===== config.mk =====
export PLATFORM = sky130hd
export DESIGN_NAME = seg_xlate
export DESIGN_NICKNAME = d
export VERILOG_FILES = /design/src/rtl/seg_xlate.sv
export SDC_FILE = /design/constraint.sdc
export NUM_CORES = 1
export LEC_CHECK = 0
export ABC_AREA = 1
export ABC_CLOCK_PERIOD_IN_PS = 5270
export CORE_UTILIZATION = 40
export DETAILED_ROUTE_END_ITERATION = 7
export GPL_TIMING_DRIVEN = 0
export SYNTH_ARGS = -nofsm -noshare
export SYNTH_HDL_FRONTEND = slang
export SYNTH_SLANG_ARGS = --single-unit

===== constraint.sdc =====
create_clock -name clk -period 5.27 [get_ports clk]
set_input_delay 1.054 -clock clk [delete_from_list [all_inputs] [get_ports clk]]
set_output_delay 1.054 -clock clk [all_outputs]
set_load 0.05 [all_outputs]

===== src/rtl/seg_xlate.sv =====
module seg_xlate #(
  parameter int VA_W  = 14,
  parameter int SEL_W = 2,
  parameter int PA_W  = 16
) (
  input  logic                   clk,
  input  logic                   rst_n,
  input  logic                   cfg_we,
  input  logic [SEL_W-1:0]       cfg_idx,
  input  logic [PA_W-2:0]        cfg_base,
  input  logic [VA_W-SEL_W:0]    cfg_limit,
  input  logic                   cfg_used,
  input  logic                   cfg_wr_ok,
  input  logic                   req_valid,
  input  logic [VA_W-1:0]        req_vaddr,
  input  logic [1:0]             req_kind,
  output logic                   rsp_valid,
  output logic [PA_W-1:0]        rsp_paddr,
  output logic [1:0]             rsp_fault
);
  localparam int OFF_W  = VA_W - SEL_W;
  localparam int LIM_W  = OFF_W + 1;
  localparam int BASE_W = PA_W - 1;
  localparam int NSEG   = 1 << SEL_W;

  localparam logic [1:0] F_NONE = 2'b00;
  localparam logic [1:0] F_GONE = 2'b01;
  localparam logic [1:0] F_LIM  = 2'b10;
  localparam logic [1:0] F_PROT = 2'b11;
  localparam logic [1:0] K_STORE = 2'b01;

  logic [BASE_W-1:0] t_base [NSEG];
  logic [LIM_W-1:0]  t_lim  [NSEG];
  logic [NSEG-1:0]   t_used;
  logic [NSEG-1:0]   t_wok;

  genvar g;
  generate
    for (g = 0; g < NSEG; g++) begin : g_ent
      always_ff @(posedge clk) begin
        if (!rst_n) begin
          t_used[g] <= 1'b0;
          t_wok[g]  <= 1'b0;
          t_base[g] <= '0;
          t_lim[g]  <= '0;
        end else if (cfg_we && cfg_idx == SEL_W'(g)) begin
          t_used[g] <= cfg_used;
          t_wok[g]  <= cfg_wr_ok;
          t_base[g] <= cfg_base;
          t_lim[g]  <= cfg_limit;
        end
      end

      assert_table_hold_R9: assert property (@(posedge clk) disable iff (!rst_n)
        !(cfg_we && cfg_idx == SEL_W'(g)) |=> ($stable(t_base[g]) && $stable(t_lim[g])
                                               && $stable(t_used[g]) && $stable(t_wok[g])));
    end
  endgenerate

  wire [SEL_W-1:0] seg = req_vaddr[VA_W-1:OFF_W];
  wire [OFF_W-1:0] off = req_vaddr[OFF_W-1:0];

  wire over    = {1'b0, off} >= t_lim[seg];
  wire refused = (req_kind == K_STORE) && !t_wok[seg];

  logic [1:0] cause;
  always_comb begin
    if (!t_used[seg])  cause = F_GONE;
    else if (over)     cause = F_LIM;
    else if (refused)  cause = F_PROT;
    else               cause = F_NONE;
  end

  wire [PA_W-1:0] sum = PA_W'(t_base[seg]) + PA_W'(off);

  always_ff @(posedge clk) begin
    if (!rst_n) begin
      rsp_valid <= 1'b0;
      rsp_fault <= F_NONE;
      rsp_paddr <= '0;
    end else begin
      rsp_valid <= req_valid;
      rsp_fault <= req_valid ? cause : F_NONE;
      rsp_paddr <= (req_valid && cause == F_NONE) ? sum : '0;
    end
  end

  assert_unused_fault_R4: assert property (@(posedge clk) disable iff (!rst_n)
    (req_valid && !t_used[seg]) |=> (rsp_valid && rsp_fault == F_GONE));

  assert_limit_fault_R5: assert property (@(posedge clk) disable iff (!rst_n)
    (req_valid && t_used[seg] && over) |=> (rsp_fault == F_LIM));

  assert_store_prot_R6: assert property (@(posedge clk) disable iff (!rst_n)
    (req_valid && t_used[seg] && !over && req_kind == K_STORE && !t_wok[seg])
      |=> (rsp_fault == F_PROT));

  assert_fault_zero_addr_R8: assert property (@(posedge clk) disable iff (!rst_n)
    (rsp_fault != F_NONE) |-> (rsp_valid && rsp_paddr == '0));

  assert_idle_quiet_R2: assert property (@(posedge clk) disable iff (!rst_n)
    !req_valid |=> (!rsp_valid && rsp_fault == F_NONE && rsp_paddr == '0));
endmodule


Word-level counts from Yosys, hierarchy flattened
Memories as Yosys holds them, arrays and structs flattened.
Index checks and enable logic that the tools add are counted.
Storage, ports and cells
  input bits: 52
  logic and storage cells: 67
  register bits: 27
  memories kept: 2
  RAM bits: 112
Operators by class
  bitwise gates (word level): 8
  reductions and logical operators: 11
  order comparisons: 2
  eq/ne operators: 4
  $add $sub $neg: 1
  muxes and demuxes: 28
Memories
  t_base: depth 4, bits a word 15, rd ports 1, clocked after memory_dff 0, write ports 4, line 32  | logic [BASE_W-1:0] t_base [NSEG];
  t_lim: depth 4, bits a word 13, rd ports 1, clocked after memory_dff 0, write ports 4, line 33  | logic [LIM_W-1:0] t_lim [NSEG];
Operators with widths (number)
  $mux 15: 4
  $mux 13: 4
  $add 15x12->16: 1
  $mux 1: 15
  $ge 12x13->1: 1
  $or 1x1->1: 8
  $logic_and 1x1->1: 6
  $mux 2: 3
  $bmux 1 s2: 2
  $eq 2x1->1 const B: 2
  $eq 2x2->1 const B: 2
  $logic_not 2->1: 2
  $reduce_and 2->1: 2
  $lt 2x3->1 const B: 1
  $logic_not 1->1: 1

Longest topological paths before layout
  depth after elaboration: 10
  mapped depth: 18
  depth with buffers taken out: 14

Least setup slack after synthesis
Ideal clock, no wire load.
  kind: input-to-reg
  start: in req_vaddr[12]
  end: reg rsp_paddr[8]
  stages on the path: 15
  setup slack: 2000 ps
  data arrival time: 3200 ps
  buffers on the path: 4
  cells stage by stage: buf_6 buf_4 buf_2 buf_4 o21ai_0 o22ai_1 ha_1 inv_1 fa_1 inv_1 nand3_1 nand2_1 a21oi_1 or2_2 a21oi_1
Between the ends
  word-level cells in the longest chain between the ends: 10
RTL lines
  start, declared: line 15  | input logic [VA_W-1:0] req_vaddr,
  branches (longest 10 deep; another with $mem_v2 4x13)
  end signal, assigned: line 84  | rsp_paddr <= (req_valid && cause == F_NONE) ? sum : '0;
  end, declared: line 18  | output logic [PA_W-1:0] rsp_paddr,
Several ways; the timed one is not identified. The select of a mux whose other input is x is not followed.
A chain may end at the register's enable or synchronous reset.

Worst setup path in the final report
  start: in req_vaddr[13]
  end: reg rsp_paddr[8]
The elaborated chain is that of the path after synthesis.

==> flow_summary.yaml <==
floorplan:
  dieArea_um2: 17300
  start_util_pct: 41.6
  die_h_um: 131
  core_region_area_um2: 16100
  rows: 46
  io_pins: 71
  die_w_um: 131
timing:
  fin_skew_ps: 8.56
  setup_viol_count_final: 0
  period_needed_ps: 3710
  tightest_slew_ps: 882
  maxSlewHeadroom_pct: 41.0
  drv_slew: 0
  hold_viol_final: 0
  setup_ws_ps: 1560
  timing.fmax_mhz: 269
  fin_tns_setup_ps: 0
  finalCritPeriodShare_pct: 70.5
  rsz0062_at_grt: "no"
setup_path:
  startpoint: "req_vaddr[13]"
  reg2regPathDepth: 11
  worstSetupEndpointType: "flop"
  start_kind: "input port"
  crit_required_ps: 5610
  reg2reg_from: "t_base[3][0]"
  worst-setup-path-type: "input port to flop"
  path_max_fanout: 10
  worstPathArrival_ps: 4060
logic_synthesis:
  synth_simple_gate_area_share_pct: 20.7
  synth_seq_area_share_pct: 58.3
  synth-edff-count: 112
  synthAdderAreaFrac_pct: 4.78
  synthTopCellsByArea: "edfxtp_1 (50%), nor2_1 (9.1%), dfxtp_1 (8.1%)"
  netlist.area_leader.share_pct: 50.2
  synth_area_leader_cell: "edfxtp_1"
  synth_top_family_by_area: "simple AND/OR/NAND/NOR gates"
  synth_area_um2: 6700
  synthMuxAreaShare_pct: 0
  postSynthCellCount: 711
  ys_ff_latch: 139
  synth_area_per_cell_um2: 9.43
  synthXorXnorAreaFrac_pct: 0.653
  async_reset_ff_share_pct: 0
  synth_compound_area_share_pct: 9.09
  synth_nets: 788
  synthDistinctLibCells: 34
  yosysWarnings: 0
  synth_flop_cell: "edfxtp_1"
clock_tree:
  clkTransAtPathRegs_ps: 60
  cts_resized: 0
  cts_tree: "built"
  clock-sinks: 139
  clockBufferDepth: 2
  htreeDepth: 4
  clock-root-buffer: "clkbuf_16"
  ctsHoldBuffers: 0
  cts_made_buffers: 17
  post_cts_buffers: 0
  clkLatencyLatePin_ps: 420
cells_and_area:
  fin_nets: 875
  diodes: 0
  mostFrequentLayoutCell: "nor2_1"
  fin_cells: 1027
  area_delta_synth_final_pct: 23.7
  most-common-layout-cells: "nor2_1 (163), nand2_1 (115), edfxtp_1 (112)"
  drive_above_1_share_pct: 8.14
  n_fill_cell: 1510
  design_area_um2: 8290
drt:
  drt-total-wl_mm: 18.0
  viasPerCell: 5.19
  drcViolationCount: 0
  ant_nets: 0
  first_iter_violations: 393
  wire_per_inst_um: 17.6
  vias: 5331
  drtPass1Iterations: 5
global_route:
  overflow: 0
  grt_max_degree: 30
  grt_pass1_wl_mm: 28.2
  grt.total_usage_pct: 21.7
  grt_pass1_vias: 5260
  antenna_found_initial: 0
power:
  power_mw: 2.96
  peakVddDrop_v: 0.000265
  p_leak_nw: 3.39
  power_density_nw_per_um2: 357
run_status:
  outcome: "completed"
placed_design:
  gp_congestion: 0.758
  pre_cts_slack_ps: 1160
  dp_cells: 995
  placed_area_um2: 7660
  port_buffers: 68
  place_hpwl_mm: 12.2
worst_hold_path:
  min_from: "t_wok[0]"
  hold_depth: 2
  min_path_type: "flop to flop"
flow_run:
  drv_cap: 0
layer usage:
| layer | share of wire [%] | global-route usage [%] |
|---|---|---|
| met5 | 0 | 0 |
| met4 | 2.4 | 7.88 |
| met3 | 6.7 | 4.94 |
| met2 | 48 | 36.7 |
| met1 | 43 | 27.1 |
area by class of cell:
type                    instances  area (um^2)  area share, %
flip-flops and latches        139         3900           47.1
multi-input cells             469         2370           28.6
inverters                      70          265           3.20
repair buffers                 68          681           8.21
plain buffers                  33          170           2.05
clock buffers                  17          425           5.13
clock inverters                15          204           2.46
well taps                     216          270           3.26
Yosys cell counts, types with 3 or more instances:
cell / count
nor2_1: 163
nand2_1: 119
edfxtp_1: 112
inv_1: 68
a21oi_1: 33
o21ai_0: 31
nand3_1: 30
dfxtp_1: 27
ha_1: 24
clkbuf_1: 19
o22ai_1: 14
a32o_1: 11
nor2_2: 10
buf_2: 7
buf_4: 4
nor3_1: 4
o21ai_1: 4
xor2_1: 4
buf_6: 3
nand4_1: 3
or2_2: 3
power breakdown:
part,total (mW),internal [mW],switching (mW)
Combinational,0.400,0.144,0.256
Clock,1.28,0.830,0.449
Sequential,1.28,1.26,0.0187
Total,2.96,2.23,0.723
state kept, by name, summed over array words and instances, names as in the netlist:
register,count
t_wok,4
rsp_valid,1
t_used,4
rsp_paddr,16
rsp_fault,2
t_base,60
t_lim,52
worst paths after layout:
| check | to | slack (ps) |
|---|---|---|
| max | rsp_paddr[8] | 1560 |
| min | t_wok[0] | 480 |
| max reg2reg | rsp_paddr[8] | 2870 |
| min reg2reg | t_wok[0] | 480 |
cells by family (layout without fill, tap and decap cells):
logic type,after synthesis,in the layout
buffers and inverters,103,203
and+or+nand+nor,337,337
AOI/OAI and AO/OA,102,102
xor gates and xnor gates,5,5
adders and majority gates,25,25
DFF,139,139
metrics by stage:
stage | hold WS, ps | utilization (%)
final | 482 | 51.5
after global routing | 512 | 51.5
after CTS | 477 | 51.5
after detailed placement | 469 | 47.5
after global placement | 460 | 47.5
after floorplan | 449 | -
critical path, stage by stage:
cell and delay (ps):
buf_4 160, inv_2 150, buf_2 300, buf_2 320, o21ai_0 140, o22ai_1 300, ha_1 270, inv_1 70
fa_1 400, inv_1 130, nand3_1 80, nand2_1 160, a21oi_1 100, or2_2 270, a21oi_1 140
No activity file was read; power rests on OpenSTA's default activity.
